<file path="src/rtl/stall_irq_pkg.sv">
package stall_irq_pkg;
  localparam int unsigned NSRC = 4;
  localparam int unsigned NDIR = 2;
  localparam int unsigned DIR_RX = 0;
  localparam int unsigned DIR_TX = 1;
  // raw/enable/status bit positions
  localparam int unsigned SRC_RX_DONE = 0;
  localparam int unsigned SRC_TX_DONE = 1;
  localparam int unsigned SRC_RX_HUNG = 2;
  localparam int unsigned SRC_TX_HUNG = 3;
endpackage

</file>
<file path="src/rtl/stall_tick_gen.sv">
module stall_tick_gen #(
  parameter int unsigned BASE    = 88000,
  parameter int unsigned SHIFT_W = 3
) (
  input  logic               clk_i,
  input  logic               rst_ni,
  input  logic               en_i,
  input  logic [SHIFT_W-1:0] shift_i,
  output logic               tick_o
);
  localparam int unsigned CNT_W = $clog2(BASE + 1);

  logic [CNT_W-1:0] cnt_q;
  logic [CNT_W-1:0] limit;

  assign limit  = CNT_W'(BASE >> shift_i);
  assign tick_o = en_i && (cnt_q >= limit);

  always_ff @(posedge clk_i or negedge rst_ni) begin
    if (!rst_ni)                cnt_q <= '0;
    else if (!en_i || tick_o)   cnt_q <= '0;
    else                        cnt_q <= cnt_q + 1'b1;
  end

  AST_TICK_GAP: assert property (@(posedge clk_i) disable iff (!rst_ni)
    (tick_o && limit != '0 && $stable(shift_i)) |=> !tick_o);
endmodule

</file>
<file path="src/rtl/stall_watch.sv">
module stall_watch #(
  parameter int unsigned TMO_W = 8
) (
  input  logic             clk_i,
  input  logic             rst_ni,
  input  logic             tick_i,
  input  logic             en_i,
  input  logic             act_i,
  input  logic             xfer_i,
  input  logic             dir_rst_i,
  input  logic [TMO_W-1:0] thr_i,
  output logic             hung_o
);
  logic [TMO_W-1:0] cnt_q;
  logic             fired_q;
  logic             restart;

  assign restart = dir_rst_i | xfer_i | ~act_i | ~en_i;
  // one-shot: counter parks at threshold, fired_q blocks repeats
  assign hung_o  = ~restart & (cnt_q >= thr_i) & ~fired_q;

  always_ff @(posedge clk_i or negedge rst_ni) begin
    if (!rst_ni) begin
      cnt_q   <= '0;
      fired_q <= 1'b0;
    end else if (restart) begin
      cnt_q   <= '0;
      fired_q <= 1'b0;
    end else begin
      if (tick_i && cnt_q < thr_i) cnt_q <= cnt_q + 1'b1;
      if (hung_o)                  fired_q <= 1'b1;
    end
  end

  AST_HUNG_ONCE: assert property (@(posedge clk_i) disable iff (!rst_ni)
    hung_o |=> !hung_o);
  AST_XFER_RESTART: assert property (@(posedge clk_i) disable iff (!rst_ni)
    (xfer_i || dir_rst_i) |=> (cnt_q == '0));
endmodule

</file>
<file path="src/rtl/stall_irq_ctrl.sv">
module stall_irq_ctrl #(
  parameter int unsigned N = 4
) (
  input  logic         clk_i,
  input  logic         rst_ni,
  input  logic [N-1:0] set_i,
  input  logic         ena_we_i,
  input  logic [N-1:0] ena_wdata_i,
  input  logic         clr_we_i,
  input  logic [N-1:0] clr_wdata_i,
  output logic [N-1:0] raw_o,
  output logic [N-1:0] ena_o,
  output logic [N-1:0] st_o
);
  logic [N-1:0] raw_q, ena_q, clr_vec;

  assign clr_vec = clr_we_i ? clr_wdata_i : '0;

  always_ff @(posedge clk_i or negedge rst_ni) begin
    if (!rst_ni) begin
      raw_q <= '0;
      ena_q <= '0;
    end else begin
      raw_q <= (raw_q & ~clr_vec) | set_i;  // set beats clear
      if (ena_we_i) ena_q <= ena_wdata_i;
    end
  end

  assign raw_o = raw_q;
  assign ena_o = ena_q;
  assign st_o  = raw_q & ena_q;

  for (genvar i = 0; i < N; i++) begin : g_chk
    AST_SET_WINS: assert property (@(posedge clk_i) disable iff (!rst_ni)
      set_i[i] |=> raw_q[i]);
    AST_W1C: assert property (@(posedge clk_i) disable iff (!rst_ni)
      (clr_vec[i] && !set_i[i]) |=> !raw_q[i]);
    AST_RAW_HOLD: assert property (@(posedge clk_i) disable iff (!rst_ni)
      (!clr_vec[i] && !set_i[i]) |=> $stable(raw_q[i]));
  end
endmodule

</file>
<file path="src/rtl/fifo_stall_irq.sv">
module fifo_stall_irq
  import stall_irq_pkg::*;
#(
  parameter int unsigned TICK_BASE = 88000,
  parameter int unsigned SHIFT_W   = 3,
  parameter int unsigned TMO_W     = 8
) (
  input  logic               clk_i,
  input  logic               rst_ni,
  input  logic               rx_done_i,
  input  logic               tx_done_i,
  input  logic [NDIR-1:0]    dir_act_i,
  input  logic [NDIR-1:0]    fifo_xfer_i,
  input  logic [NDIR-1:0]    dir_rst_i,
  input  logic               tmo_en_i,
  input  logic [TMO_W-1:0]   tmo_thr_i,
  input  logic [SHIFT_W-1:0] tmo_shift_i,
  input  logic               irq_ena_we_i,
  input  logic [NSRC-1:0]    irq_ena_i,
  input  logic               irq_clr_we_i,
  input  logic [NSRC-1:0]    irq_clr_i,
  output logic [NSRC-1:0]    irq_raw_o,
  output logic [NSRC-1:0]    irq_ena_o,
  output logic [NSRC-1:0]    irq_st_o,
  output logic               irq_o
);
  logic            tick;
  logic [NDIR-1:0] hung;
  logic [NSRC-1:0] set_vec;

  stall_tick_gen #(.BASE(TICK_BASE), .SHIFT_W(SHIFT_W)) u_tick (
    .clk_i   (clk_i),
    .rst_ni  (rst_ni),
    .en_i    (tmo_en_i),
    .shift_i (tmo_shift_i),
    .tick_o  (tick)
  );

  for (genvar d = 0; d < NDIR; d++) begin : g_dir
    stall_watch #(.TMO_W(TMO_W)) u_watch (
      .clk_i     (clk_i),
      .rst_ni    (rst_ni),
      .tick_i    (tick),
      .en_i      (tmo_en_i),
      .act_i     (dir_act_i[d]),
      .xfer_i    (fifo_xfer_i[d]),
      .dir_rst_i (dir_rst_i[d]),
      .thr_i     (tmo_thr_i),
      .hung_o    (hung[d])
    );
  end

  always_comb begin
    set_vec              = '0;
    set_vec[SRC_RX_DONE] = rx_done_i;
    set_vec[SRC_TX_DONE] = tx_done_i;
    set_vec[SRC_RX_HUNG] = hung[DIR_RX];
    set_vec[SRC_TX_HUNG] = hung[DIR_TX];
  end

  stall_irq_ctrl #(.N(NSRC)) u_irq (
    .clk_i       (clk_i),
    .rst_ni      (rst_ni),
    .set_i       (set_vec),
    .ena_we_i    (irq_ena_we_i),
    .ena_wdata_i (irq_ena_i),
    .clr_we_i    (irq_clr_we_i),
    .clr_wdata_i (irq_clr_i),
    .raw_o       (irq_raw_o),
    .ena_o       (irq_ena_o),
    .st_o        (irq_st_o)
  );

  assign irq_o = |irq_st_o;

  AST_RX_DONE_SET: assert property (@(posedge clk_i) disable iff (!rst_ni)
    rx_done_i |=> irq_raw_o[SRC_RX_DONE]);
  AST_TX_DONE_SET: assert property (@(posedge clk_i) disable iff (!rst_ni)
    tx_done_i |=> irq_raw_o[SRC_TX_DONE]);
  AST_IDLE_NO_HUNG: assert property (@(posedge clk_i) disable iff (!rst_ni)
    (!tmo_en_i && !irq_raw_o[SRC_RX_HUNG]) |=> !irq_raw_o[SRC_RX_HUNG]);
endmodule

</file>
<file path="config.mk">
export PLATFORM = sky130hd
export DESIGN_NAME = fifo_stall_irq
export DESIGN_NICKNAME = d
export VERILOG_FILES = /design/src/rtl/stall_irq_pkg.sv /design/src/rtl/stall_tick_gen.sv /design/src/rtl/stall_watch.sv /design/src/rtl/stall_irq_ctrl.sv /design/src/rtl/fifo_stall_irq.sv
export SDC_FILE = /design/constraint.sdc
export NUM_CORES = 1
export LEC_CHECK = 0
export CELL_PAD_IN_SITES_DETAIL_PLACEMENT = 0
export CELL_PAD_IN_SITES_GLOBAL_PLACEMENT = 1
export CORE_MARGIN = 2
export CORE_UTILIZATION = 45
export DETAILED_ROUTE_END_ITERATION = 12
export PLACE_DENSITY_LB_ADDON = 0.3
export SYNTH_ARGS = -nofsm -noshare
export SYNTH_HDL_FRONTEND = slang
export SYNTH_SLANG_ARGS = --single-unit
export TNS_END_PERCENT = 50
</file>
<file path="constraint.sdc">
create_clock -name clk_i -period 3.7 [get_ports clk_i]
set_input_delay 0.74 -clock clk_i [delete_from_list [all_inputs] [get_ports clk_i]]
set_output_delay 0.74 -clock clk_i [all_outputs]
set_load 0.005 [all_outputs]
</file>
# == Word-level counts from Yosys, hierarchy flattened ==
# Index checks and enable logic that the tools add are counted.
# totals
reg_bits,43
in_bits,32
word_cells,57
# op_classes
n_addsub,3
magnitude_cmp,5
n_shift,1
mux,10
n_bitwise,21
reduce_logical,10
# ops
op,count
8-bit 2-to-1 mux,4
"17-bit by 1-bit adder with 17-bit output, second input constant",1
17-bit greater-or-equal comparator,1
17-bit 2-to-1 mux,1
"17-bit by 3-bit right shift with 17-bit output, first input constant",1
"8-bit by 1-bit adder with 8-bit output, second input constant",2
8-bit greater-or-equal comparator,2
8-bit less-than comparator,2
4-bit AND,2
2-bit nonzero test,4
1-bit inverter,7
1-bit OR,6
1-bit AND,4
1-bit 2-to-1 mux,4
4-bit 2-to-1 mux,1
4-bit inverter,1
4-bit OR,1
4-bit OR reduction,1
1-bit logical AND,3
1-bit logical NOT,1
1-bit logical OR,1

# == Logic depth before layout (Yosys ltp) ==
# depth
depth_word,8
ltp_mapped,13
mapped_depth_nobuf,10

# == Cells and area by module ==
# Synthesis repeated with hierarchy kept, for this count alone.
# unflattened
cells_unflattened,322
hier_area_um2,3111.7
# modules_own_cells
mod,instances,cells_per_inst,area_each_um2
stall_watch,2,79,720.7
stall_tick_gen,1,139,1347.5
stall_irq_ctrl,1,24,315.3
fifo_stall_irq,1,1,7.5

# == Worst setup path before layout ==
# Ideal clock, no wire load.
# synth_path
path_kind,input-to-reg
startpoint,input port tmo_shift_i[2]
endpoint,register g_dir[0].u_watch.cnt_q[1]
setup_time_ps,78
t_arrival_ps,2946
slack_ps,676
path_stages,13
path_buffers,3
path_cell_list,clkbuf_1 nor2_1 inv_1 a21oi_1 ha_1 and4_1 nor3b_2 a311oi_1 a2bb2oi_2 buf_6 buf_2 o21ai_0 a21oi_1
# synth_via
elab_chain_len,5
# synth_rtl
item,line,rtl
from (decl),fifo_stall_irq.sv:17,"input logic [SHIFT_W-1:0] tmo_shift_i,"
17-bit by 3-bit right shift with 17-bit output,stall_tick_gen.sv:16,assign limit = CNT_W'(BASE >> shift_i);
17-bit greater-or-equal comparator,stall_tick_gen.sv:17,assign tick_o = en_i && (cnt_q >= limit);
1-bit logical AND,stall_tick_gen.sv:17,
1-bit logical AND,stall_watch.sv:30,if (tick_i && cnt_q < thr_i) cnt_q <= cnt_q + 1'b1;
2-bit nonzero test (no line),-,
to (signal assigned),stall_watch.sv:30,
to (decl),stall_watch.sv:14,logic [TMO_W-1:0] cnt_q;
# No other way between the ends.
# A chain may end at the register's enable or synchronous reset.

# == Worst setup path in the final report ==
# layout_path
startpoint,input port tmo_shift_i[1]
endpoint,register g_dir[1].u_watch.cnt_q[5]
# layout_via
elab_chain_len,5
# layout_rtl
item,line
17-bit by 3-bit right shift with 17-bit output,stall_tick_gen.sv:16
17-bit greater-or-equal comparator,stall_tick_gen.sv:17
1-bit logical AND,stall_tick_gen.sv:17
1-bit logical AND,stall_watch.sv:30
2-bit nonzero test (no line),-
to (signal assigned),stall_watch.sv:30
to (decl),stall_watch.sv:14
# No other way between the ends.

==> key figures <==
Outcome
  – Run status: finished clean

Logic synthesis
  – Cell accounting for the most synthesized area: dfrtp_1
  – Mapped Area: 0.002932 sq mm
  – Number of warnings reported in the yosys synthesis log: 0
  – Commonest cells post-synth: dfrtp_1 (43), ha_1 (36), nor2_1 (34)
  – Netlist cell types: 47
  – Most common cell in the netlist: dfrtp_1
  – Avg Synthesized Cell Area: 9.076 sq um
  – EDFF count, synth: 0
  – Share of the synthesized area in the top cell type: 0.3671
  – Number of nets produced by synthesis: 391
  – Synth Flop Type: dfrtp_1
  – Share of async-settable or async-resettable flops after synthesis: 1.000
  – Biggest area contributors in the synthesized netlist: dfrtp_1 (37%), ha_1 (15%), a21oi_1 (4.4%)
  – Share of synthesized area occupied by flip-flops and latches: 0.3671
  – Post-synthesis sequential element count: 43
  – Number of cells produced by synthesis: 323

Placement
  – Half-perimeter wire length after placement: 4.946 mm
  – Post-place instance area: 0.003458 sq mm
  – Weighted congestion at the end of routability-driven global placement: 0.8332
  – IO Port Bufs: 44
  – Count of placed standard cells including taps: 438
  – Worst setup slack before clock tree synthesis: 90.94 ps

Clock network
  – Count of H-tree levels built during CTS: 2
  – Post-cts sizing count: 0
  – Clock transition time at the flip-flop clock pins of the worst setup and hold paths: 90 ps
  – Clock tree from TritonCTS: done
  – Max Buffers Root-to-Sink: 2
  – Clk_lat worst skew: 300 ps
  – Hold Buf Count CTS: 0
  – # Post-CTS Setup Buffers: 0
  – Sink count of the clock tree: 43
  – Cell at the root of the clock tree: clkbuf_8
  – CTS buffer count: 5

STA
  – Max frequency: 306.0 MHz
  – Final worst setup slack: 431.9 ps
  – Fin crit share: 0.8833
  – Final setup violation count: 0
  – Post-route worst hold slack: 462.8 ps
  – RSZ-0062 raised after global routing: false
  – Transition time at the pin with the least slew margin: 950.8 ps
  – Slew Viols, Final: 0
  – Accumulated negative setup slack: 0 ps
  – Number of hold violations in the final report: 0
  – Final clock skew: 13.08 ps
  – Worst-case headroom to the max-slew limit: 0.3661
  – Period minus WS final: 3268 ps

Final layout
  – Share of the core filled with cells in the final layout: 0.5618
  – Layout overhead on the synthesized area: 21.00%
  – NumNets Final: 436
  – Antenna diode count: 0
  – Share of layout cells above drive strength 1: 0.05691
  – Final Instance Area: 0.003547 sq mm
  – Count of placed standard cells in the final layout, fillers left out: 446

Worst setup path
  – Nature of the critical path startpoint: input port
  – Data required time of the worst path: 3910 ps
  – Maximum single-stage delay on the critical path: 490 ps
  – Worst endpoint data arrival time: 3480 ps
  – Maximum fanout along the worst path: 22
  – Startpoint-to-endpoint class of the critical path: in -> reg
  – Crit path max-delay cell type: clkdlybuf4s50_1
  – Kind of end point of the critical path: flop
  – Cell chain of the critical path: clkdlybuf4s50_1, or3_1, ha_1, nand4_1, nor3_1, nand2_1, a2bb2oi_2, buf_12, or4_1, a21oi_1

Routing
  – Avg WL per Cell: 14.13 um
  – Final routed wirelength across all metal layers: 6.302 mm
  – Residual DRC count: 0
  – Starting DRT DRC Count: 102
  – Count of vias placed by the detailed router: 2520
  – Mean number of vias per cell: 5.650
  – Number of nets with antenna violations after detailed routing: 0
  – Length of the first detailed-routing pass in iterations: 4

Die
  – Floorplan die width: 84.71 um
  – Y dimension of the die: 84.71 um
  – Area of the die: 0.007176 sq mm
  – Num ports: 45
  – Effective utilization at floorplan: 0.4643
  – Core region area: 0.006314 sq mm
  – Cell Rows: 29

Global route
  – Vias in the first global route: 2365
  – Largest net degree at the start of global routing: 44
  – Wire length of the first global-routing pass: 10.76 mm
  – Remaining Overflow, GRT: 0
  – Global-route total usage across every layer: 0.1807
  – Antenna violations before repair: 0

Power and ir drop
  – Static leakage: 1.586 nW
  – Overall Power: 0.9181 mW
  – Power Density: 258.8 mW/mm^2
  – Peak supply drop: 0.2710 mV

Flow run
  – # Max-Cap Violations: 0

Worst hold path
  – Path type of the worst min-delay path: reg -> reg
==> cells by family (layout without fill, tap and decap cells) <==
kind of cell             Yosys count  count (layout)  share of synthesized area
adder cells (fa/ha/maj)           36              36                     0.1536
multiplexers                       5               5                    0.01878
AO/OA/AOI/OAI                     67              67                     0.1485
buffers and inverters             29              75                    0.04054
XOR/XNOR                          15              15                    0.04481
flip-flops                        43              43                     0.3671
AND/OR/NAND/NOR                  128             128                     0.2266
==> flip-flops by register name, summed over array words and instances (netlist names) <==
register,count
u_tick.cnt_q,17
g_dir.u_watch.cnt_q,16
u_irq.ena_o,4
u_irq.raw_o,4
g_dir.u_watch.fired_q,2
==> worst max-delay path, delay by kind of cell <==
kind / cells / cell delay (ps)
AO/OA/AOI/OAI: 2 / 320
adder cells (fa/ha/maj): 1 / 300
buffers and inverters: 2 / 670
AND/OR/NAND/NOR: 5 / 1450
==> layout by cell type, fill, tap and decap left out, types with 8 or more instances in the layout <==
cell,count
dfrtp_1,43
or4_1,9
ha_1,36
nand3_1,19
clkdlybuf4s50_1,43
xnor2_1,10
nand4_1,8
inv_1,19
a21oi_1,26
o21ai_0,8
o31ai_1,9
nor2_1,34
nand2_1,27
==> worst paths after layout <==
check                      cells past startpoint  slack, ps                        end                       from
max                                           10        430  g_dir[1].u_watch.cnt_q[5]             tmo_shift_i[1]
min                                            1        460             u_irq.raw_o[2]   g_dir[0].u_watch.fired_q
max reg2reg                                    7       1250  g_dir[0].u_watch.cnt_q[6]  g_dir[0].u_watch.cnt_q[3]
min reg2reg                                    1        460             u_irq.raw_o[2]   g_dir[0].u_watch.fired_q
max in group asynchronous                      1       2520            u_tick.cnt_q[4]                     rst_ni
min in group asynchronous                      1        590            u_tick.cnt_q[8]                     rst_ni
==> final cells by class <==
type | instances | area (sq um)
Multi-Input combinational cell | 251 | 1737
Fill cell | 597 | 2766
Sequential cell | 43 | 1076
Clock inverter | 3 | 20.02
Tap cell | 77 | 96.34
Clock buffer | 5 | 68.82
Inverter | 19 | 71.32
Timing Repair Buffer | 48 | 478.0
==> per-layer routing <==
layer  part of all wire  up-vias  GRT usage
met4              0.012        0    0.04473
met3              0.050        9    0.03835
met2               0.45       67     0.2921
li1                   -     1263          -
met1               0.49     1181     0.2480
met5                  0        -          0
==> report_power, final <==
part           internal (mW)  total [mW]  switching, mW
Clock                  0.131       0.299          0.167
Sequential             0.478       0.486        0.00787
Combinational         0.0749       0.133         0.0583
(Power assumes the default switching activity.)
